**src/rtl/pls_pkg.sv**
```systemverilog
package pls_pkg;
    localparam int WORD_BYTES = 16;
    localparam int DATA_W     = WORD_BYTES * 8;
    localparam int OFF_W      = $clog2(WORD_BYTES);
    localparam int PAIR_BYTES = 2 * WORD_BYTES;
    localparam int PAIR_W     = 2 * DATA_W;

    typedef logic [DATA_W-1:0]     word_t;
    typedef logic [WORD_BYTES-1:0] bmask_t;
    typedef logic [OFF_W-1:0]      off_t;

    typedef enum logic [1:0] {
        ST_IDLE,
        ST_ISSUE,
        ST_WAIT,
        ST_DONE
    } fsm_t;

    typedef struct packed {
        logic is_store;
        logic active;
        logic span;
        off_t off;
        off_t cnt;
    } xfer_t;

    // Bytes [off, off+cnt) of a two-word window set to one
    function automatic logic [PAIR_BYTES-1:0] window_mask(input off_t off, input off_t cnt);
        logic [PAIR_BYTES-1:0] run;
        run = ({{(PAIR_BYTES-1){1'b0}}, 1'b1} << cnt) - 1'b1;
        return run << off;
    endfunction
endpackage

```
**src/rtl/pls_span_calc.sv**
```systemverilog
module pls_span_calc
    import pls_pkg::*;
#(
    parameter int ADDR_W   = 32,
    parameter int LEN_OP_W = 8
) (
    input  logic [ADDR_W-1:0]       addr,
    input  logic [LEN_OP_W-1:0]     len_op,
    output off_t                    off,
    output off_t                    cnt,
    output logic                    span,
    output logic                    active,
    output logic [ADDR_W-OFF_W-1:0] base_word
);
    logic [OFF_W:0] reach;

    assign off       = addr[OFF_W-1:0];
    assign cnt       = len_op[OFF_W-1:0];
    assign base_word = addr[ADDR_W-1:OFF_W];
    assign active    = (cnt != '0);
    assign reach     = {1'b0, off} + {1'b0, cnt};
    assign span      = (reach > (OFF_W+1)'(WORD_BYTES));

    generate
        if (LEN_OP_W > OFF_W) begin : g_hi
            logic unused_len_hi;
            assign unused_len_hi = ^len_op[LEN_OP_W-1:OFF_W];
        end
    endgenerate
endmodule

```
**src/rtl/pls_load_align.sv**
```systemverilog
module pls_load_align
    import pls_pkg::*;
(
    input  word_t word_lo,
    input  word_t word_hi,
    input  off_t  off,
    input  off_t  cnt,
    output word_t result
);
    logic [PAIR_W-1:0] joined;
    logic [PAIR_W-1:0] shifted;

    assign joined  = {word_hi, word_lo};
    assign shifted = joined >> {off, 3'b000};

    genvar g;
    generate
        for (g = 0; g < WORD_BYTES; g++) begin : g_lane
            assign result[g*8 +: 8] = (OFF_W'(g) < cnt) ? shifted[g*8 +: 8] : 8'h00;
        end
    endgenerate

    logic unused_upper;
    assign unused_upper = ^shifted[PAIR_W-1:DATA_W];
endmodule

```
**src/rtl/pls_store_split.sv**
```systemverilog
module pls_store_split
    import pls_pkg::*;
(
    input  word_t  wdata,
    input  off_t   off,
    input  off_t   cnt,
    output word_t  data_lo,
    output word_t  data_hi,
    output bmask_t be_lo,
    output bmask_t be_hi
);
    logic [PAIR_W-1:0]     placed;
    logic [PAIR_BYTES-1:0] mask;

    assign placed  = {{DATA_W{1'b0}}, wdata} << {off, 3'b000};
    assign mask    = window_mask(off, cnt);
    assign data_lo = placed[DATA_W-1:0];
    assign data_hi = placed[PAIR_W-1:DATA_W];
    assign be_lo   = mask[WORD_BYTES-1:0];
    assign be_hi   = mask[PAIR_BYTES-1:WORD_BYTES];
endmodule

```
**src/rtl/pls_align_unit.sv**
```systemverilog
module pls_align_unit
    import pls_pkg::*;
#(
    parameter int ADDR_W   = 32,
    parameter int LEN_OP_W = 8
) (
    input  logic                  clk,
    input  logic                  rst,
    input  logic                  req_valid,
    output logic                  req_ready,
    input  logic                  req_store,
    input  logic [ADDR_W-1:0]     req_addr,
    input  logic [LEN_OP_W-1:0]   req_len,
    input  logic [DATA_W-1:0]     req_wdata,
    output logic                  mem_req_valid,
    input  logic                  mem_req_ready,
    output logic                  mem_req_write,
    output logic                  mem_req_idx,
    output logic [ADDR_W-1:0]     mem_req_addr,
    output logic [WORD_BYTES-1:0] mem_req_be,
    output logic [DATA_W-1:0]     mem_req_wdata,
    input  logic                  mem_rsp_valid,
    input  logic                  mem_rsp_idx,
    input  logic [DATA_W-1:0]     mem_rsp_rdata,
    output logic                  rsp_valid,
    output logic                  rsp_store,
    output logic                  rsp_accessed,
    output logic [DATA_W-1:0]     rsp_rdata
);
    localparam int BW = ADDR_W - OFF_W;

    fsm_t          state;
    xfer_t         xf;
    logic [BW-1:0] base_q;
    word_t         wdata_q;
    word_t         rword_q [2];
    logic          issue_idx;
    logic [1:0]    got_q;

    off_t          in_off, in_cnt;
    logic          in_span, in_active;
    logic [BW-1:0] in_base;

    pls_span_calc #(.ADDR_W(ADDR_W), .LEN_OP_W(LEN_OP_W)) u_span (
        .addr      (req_addr),
        .len_op    (req_len),
        .off       (in_off),
        .cnt       (in_cnt),
        .span      (in_span),
        .active    (in_active),
        .base_word (in_base)
    );

    word_t  ld_result;
    word_t  st_lo, st_hi;
    bmask_t be_lo, be_hi;

    pls_load_align u_load (
        .word_lo (rword_q[0]),
        .word_hi (rword_q[1]),
        .off     (xf.off),
        .cnt     (xf.cnt),
        .result  (ld_result)
    );

    pls_store_split u_store (
        .wdata   (wdata_q),
        .off     (xf.off),
        .cnt     (xf.cnt),
        .data_lo (st_lo),
        .data_hi (st_hi),
        .be_lo   (be_lo),
        .be_hi   (be_hi)
    );

    logic       req_fire, word_fire, last_issue, rsp_take, all_got;
    logic [1:0] need, got_nxt;

    assign req_fire   = req_valid && req_ready;
    assign word_fire  = mem_req_valid && mem_req_ready;
    assign last_issue = (issue_idx == xf.span);
    assign need       = {xf.span, 1'b1};
    assign rsp_take   = mem_rsp_valid && !xf.is_store
                        && (state == ST_ISSUE || state == ST_WAIT);
    assign got_nxt    = got_q | (rsp_take ? (2'b01 << mem_rsp_idx) : 2'b00);
    assign all_got    = ((got_nxt & need) == need);

    always_ff @(posedge clk) begin
        if (rst) begin
            state      <= ST_IDLE;
            xf         <= '0;
            base_q     <= '0;
            wdata_q    <= '0;
            rword_q[0] <= '0;
            rword_q[1] <= '0;
            issue_idx  <= 1'b0;
            got_q      <= 2'b00;
        end else begin
            if (rsp_take) begin
                rword_q[mem_rsp_idx] <= mem_rsp_rdata;
            end
            case (state)
                ST_IDLE: begin
                    if (req_fire) begin
                        xf.is_store <= req_store;
                        xf.active   <= in_active;
                        xf.span     <= in_span;
                        xf.off      <= in_off;
                        xf.cnt      <= in_cnt;
                        base_q      <= in_base;
                        wdata_q     <= req_wdata;
                        issue_idx   <= 1'b0;
                        got_q       <= 2'b00;
                        state       <= in_active ? ST_ISSUE : ST_DONE;
                    end
                end
                ST_ISSUE: begin
                    got_q <= got_nxt;
                    if (word_fire) begin
                        if (last_issue) begin
                            if (xf.is_store || all_got) state <= ST_DONE;
                            else                        state <= ST_WAIT;
                        end else begin
                            issue_idx <= 1'b1;
                        end
                    end
                end
                ST_WAIT: begin
                    got_q <= got_nxt;
                    if (all_got) state <= ST_DONE;
                end
                default: begin
                    state <= ST_IDLE;
                end
            endcase
        end
    end

    assign req_ready     = (state == ST_IDLE);
    assign mem_req_valid = (state == ST_ISSUE);
    assign mem_req_write = xf.is_store;
    assign mem_req_idx   = issue_idx;
    assign mem_req_addr  = {base_q + BW'(issue_idx), {OFF_W{1'b0}}};
    assign mem_req_be    = issue_idx ? be_hi : be_lo;
    assign mem_req_wdata = issue_idx ? st_hi : st_lo;

    assign rsp_valid     = (state == ST_DONE);
    assign rsp_store     = xf.is_store;
    assign rsp_accessed  = xf.active;
    assign rsp_rdata     = xf.is_store ? '0 : ld_result;
endmodule

```
**config.mk**
```make
export PLATFORM = sky130hd
export DESIGN_NAME = pls_align_unit
export DESIGN_NICKNAME = d
export VERILOG_FILES = /design/src/rtl/pls_pkg.sv /design/src/rtl/pls_span_calc.sv /design/src/rtl/pls_load_align.sv /design/src/rtl/pls_store_split.sv /design/src/rtl/pls_align_unit.sv
export SDC_FILE = /design/constraint.sdc
export NUM_CORES = 2
export LEC_CHECK = 0
export ABC_AREA = 1
export BUFFER_PORTS_ARGS = -buffer_cell sky130_fd_sc_hd__buf_2
export CAP_MARGIN = 20
export CORE_ASPECT_RATIO = 1.75
export CORE_MARGIN = 3
export CORE_UTILIZATION = 31
export DETAILED_ROUTE_END_ITERATION = 10
export HOLD_SLACK_MARGIN = 0.12
export PLACE_DENSITY = 0.48
export RECOVER_POWER = 100
export SLEW_MARGIN = 40
export SYNTH_ARGS = -nofsm -noshare
export SYNTH_HDL_FRONTEND = slang
export SYNTH_SLANG_ARGS = --single-unit
```
**constraint.sdc**
```tcl
create_clock -name clk -period 5.29 [get_ports clk]
set_input_delay 1.3225 -clock clk [delete_from_list [all_inputs] [get_ports clk]]
set_output_delay 1.3225 -clock clk [all_outputs]
set_load 0.01 [all_outputs]
```
==> out/results.md <==
### Outcome
* **status** complete, but fails checks
* **violations in the final reports** max-capacitance violations, max-slew violations

### Route
* **average detailed-routed wire length per instance** 28.7 um
* **final routed DRC violation total** 0
* **violation count after the first detailed-route iteration** 3135
* **via density per instance** 5.48
* **number of nets with antenna violations after routing** 0
* **number of iterations in the first detailed-routing pass** 8
* **total via count in the routed design** 36695
* **final wirelength** 192000 um

### Worst hold path
* **type of the most critical hold path** flip-flop to flip-flop
* **number of stages on the worst hold path** 2
* **hold endpoint** got_q[1]
* **launch point of the worst hold path** got_q[1]

### Job
* **max-cap viol count** 9

### Setup path
* **worst flop-to-flop path startpoint** state[0]
* **Setup crit start** xf[5]
* **crit start category** flip-flop
* **register-to-register path setup slack** 0.60 ns
* **Worst Setup End Kind** output pin
* **Critical Setup Path Class** flip-flop to output pin
* **data required time at the worst endpoint** 3.97 ns
* **endpoint of the lowest-slack register-to-register path** rword_q[0][93]
* **top fanout value on the critical path** 46
* **cell depth of the worst flop-to-flop path** 7
* **signal arrival time at the worst endpoint** 3.84 ns

### Final layout
* **Area Overhead vs Synth** 15.1%
* **post-route design area** 36700 sq um
* **share of final-layout standard cells stronger than drive strength 1** 11.0%
* **final-layout fill cell count** 11599
* **post-route core utilization** 36.2%
* **Total Nets Final** 5637

### Die
* **Top-Level Pins** 614
* **floorplan row count** 154
* **effective utilization at floorplan** 31.4%
* **vertical extent of the die** 430 um
* **Die Span X** 248 um
* **core region area** 101000 sq um
* **area of the die** 107000 sq um

### Yosys
* **arithmetic-cell share of the synthesized area counting full adders, half adders and majority gates** 0.534%
* **xor and xnor fraction of the mapped netlist area** 0.739%
* **sequential share of the synthesized area** 33.4%
* **count of warnings emitted by yosys** 0
* **share of cell area taken by muxes after synthesis** 2.95%
* **number of standard cells after synthesis** 4981
* **summed instance area of the synthesized netlist** 31900 sq um
* **largest family of logic cells by synthesized area** simple AND/OR/NAND/NOR gates
* **Synth Area in Compound Gates** 18.6%
* **Avg Cell Area, Syn** 6.39 sq um
* **post-synthesis register bit count** 412
* **number of unique standard cell types used by synthesis** 54
* **post-synthesis share of cell area spent on and, or, nand and nor gates** 34.2%

### CTS
* **total number of H-tree levels** 2
* **count of buffers added by post-CTS timing repair for setup** 0
* **number of gates resized after CTS** 0
* **CTS max path bufs** 3
* **clock transition time at the flip-flop clock pins of the worst setup and hold paths** 0.07 ns
* **count of hold buffers inserted by post-cts repair** 0
* **clock root cell** sky130_fd_sc_hd__clkbuf_16
* **number of buffers created by CTS** 48
* **clock latency on the worst-skew pair** 0.65 ns
* **TritonCTS clock tree** built
* **clock sinks** 412

### Power and ir drop
* **peak supply drop** 0.301 mV
* **power density over the cells** 541 nW/um^2
* **P_leak** 15.9 nW

### Timing
* **worst-margin pin slew** 3.30 ns
* **maximum clock frequency** 0.194 GHz
* **hold slack final** 0.474 ns
* **share of the clock period used by the worst path** 97.5%
* **minimum clock period** 5.16 ns
* **Slew Viols, Final** 578
* **Rel. slew slack** -120%
* **Total Neg Setup Slack** 0 ns
* **Fin Clk Skew** 0.0251 ns
* **number of failing hold endpoints at the final stage** 0
* **unrepaired setup endpoints after global routing** false
* **worst setup margin** 0.131 ns
* **setup-violating endpoint count in the final report** 0

### Placed design
* **HPWL after detailed placement** 147000 um
* **Final GP Congestion** 1.01
* **Post-DP Area** 35500 sq um
* **quantity of I/O buffers inserted on ports** 597
* **post-place setup slack** 1.08 ns

### Global routing
* **number of global-route vias before repair** 35940
* **antenna violations before repair** 11
* **global-route usage over all layers** 35.0%
* **pin count of the biggest net entering global routing** 179
* **wire length of the first global-routing pass** 262000 um
* **total congestion overflow after global routing** 0

[through the flow]
stage / cells / total power, mW
3_5_place_dp: 6597 / 16.1
3_3_place_gp: 6597 / 16.1
6_report: 6692 / 19.8
2_1_floorplan: 4992 / 11.3
4_1_cts: 6686 / 19.9
5_1_grt: 6689 / 20.9
[Yosys cell counts, drive strengths merged]
library cell / number / area, sq um
xor2: 20 / 175
and2: 12 / 75.1
fa: 1 / 20.0
nand4: 16 / 115
nand2: 1578 / 5960
conb: 1 / 3.75
a31oi: 41 / 282
a22oi: 29 / 218
o311ai: 2 / 17.5
o221ai: 16 / 140
o31ai: 3 / 22.5
nor2: 685 / 2610
and3: 1 / 6.26
nand3: 376 / 1900
o211ai: 81 / 608
clkbuf: 183 / 687
a21boi: 1 / 7.51
nor4: 2 / 12.5
mux2i: 94 / 941
a311oi: 2 / 17.5
nor3: 19 / 129
dfxtp: 172 / 3440
buf: 223 / 1420
o21ai: 665 / 3370
a211oi: 4 / 30.0
or2: 9 / 56.3
a21oi: 207 / 1040
inv: 251 / 942
o21a: 4 / 30.0
clkinv: 1 / 3.75
xnor2: 6 / 60.1
ha: 12 / 150
edfxtp: 240 / 7210
nand3b: 2 / 15.0
o22ai: 22 / 138
[kinds of logic after synthesis]
group	after synthesis
and+or+nand+nor	2700
AOI/OAI and AO/OA	1077
buffers and inverters	658
DFF	412
muxes	94
xor gates and xnor gates	26
adders and majority gates	13
other	1
[worst max-delay path by stage]
stage	endpoint	cells past startpoint
2_1_floorplan	rword_q[0][0]	5
3_3_place_gp	mem_req_be[0]	14
3_5_place_dp	mem_req_be[0]	14
4_1_cts	mem_req_be[0]	14
5_1_grt	rsp_rdata[100]	11
6_report	rsp_rdata[41]	7
[flip-flops by register name, summed over array words and instances (netlist names)]
signal,cells
state,2
mem_req_idx,1
need,1
wdata_q,128
mem_req_write,1
base_q,28
rword_q,240
rsp_accessed,1
got_q,2
xf,8
[layer usage]
layer,GRT usage [%],vias to the layer above,share of wire [%],routed length [um]
li1,-,17161,-,-
met1,32.8,17242,31,60300
met2,62.6,1690,50,95400
met3,4.45,600,5.5,10600
met4,36.1,2,13,25800
met5,0,-,0.0057,11
[power by group]
group          internal [mW]  switching (mW)  total (mW)
Clock                   2.17            1.61        3.78
Combinational           2.88            8.26        11.1
Sequential              4.10           0.823        4.92
[cell usage in the layout (no fill, tap or decap), types with 20 or more instances in the layout]
cell | netlist | layout
sky130_fd_sc_hd__o22ai_1 | 22 | 22
sky130_fd_sc_hd__mux2i_1 | 94 | 93
sky130_fd_sc_hd__buf_4 | 26 | 44
sky130_fd_sc_hd__inv_1 | 243 | 242
sky130_fd_sc_hd__o21ai_0 | 533 | 545
sky130_fd_sc_hd__a22oi_1 | 29 | 29
sky130_fd_sc_hd__nor2_1 | 679 | 678
sky130_fd_sc_hd__buf_2 | 113 | 365
sky130_fd_sc_hd__o21ai_1 | 120 | 109
sky130_fd_sc_hd__xor2_1 | 20 | 20
sky130_fd_sc_hd__clkbuf_1 | 183 | 243
sky130_fd_sc_hd__clkbuf_16 | 0 | 48
sky130_fd_sc_hd__dfxtp_1 | 172 | 168
sky130_fd_sc_hd__clkbuf_2 | 0 | 20
sky130_fd_sc_hd__nand2_1 | 1567 | 1566
sky130_fd_sc_hd__o211ai_1 | 81 | 81
sky130_fd_sc_hd__edfxtp_1 | 240 | 240
sky130_fd_sc_hd__a31oi_1 | 37 | 38
sky130_fd_sc_hd__a21oi_1 | 207 | 207
sky130_fd_sc_hd__nand3_1 | 373 | 374
[area by class of cell]
class                   instances  area, sq um  area share, %
well taps                    1326         1660           4.53
clock inverters                34          463           1.26
repair buffers                685         3440           9.38
multi-input cells            3922        18200           49.6
diodes                          6         15.0         0.0410
flip-flops and latches        412        10700           29.1
clock buffers                  55         1260           3.43
inverters                     252          975           2.66
[worst max-delay path, cell delays in order (launching register included)]
cell                       delay, ns
sky130_fd_sc_hd__dfxtp_4        0.43
sky130_fd_sc_hd__clkbuf_2       0.55
sky130_fd_sc_hd__buf_4          0.55
sky130_fd_sc_hd__o21ai_0        0.21
sky130_fd_sc_hd__o21ai_1        0.72
sky130_fd_sc_hd__nand2_1        0.12
sky130_fd_sc_hd__a21oi_1        0.41
sky130_fd_sc_hd__clkbuf_1       0.20
Note: power is estimated with default switching activity, not from simulation.
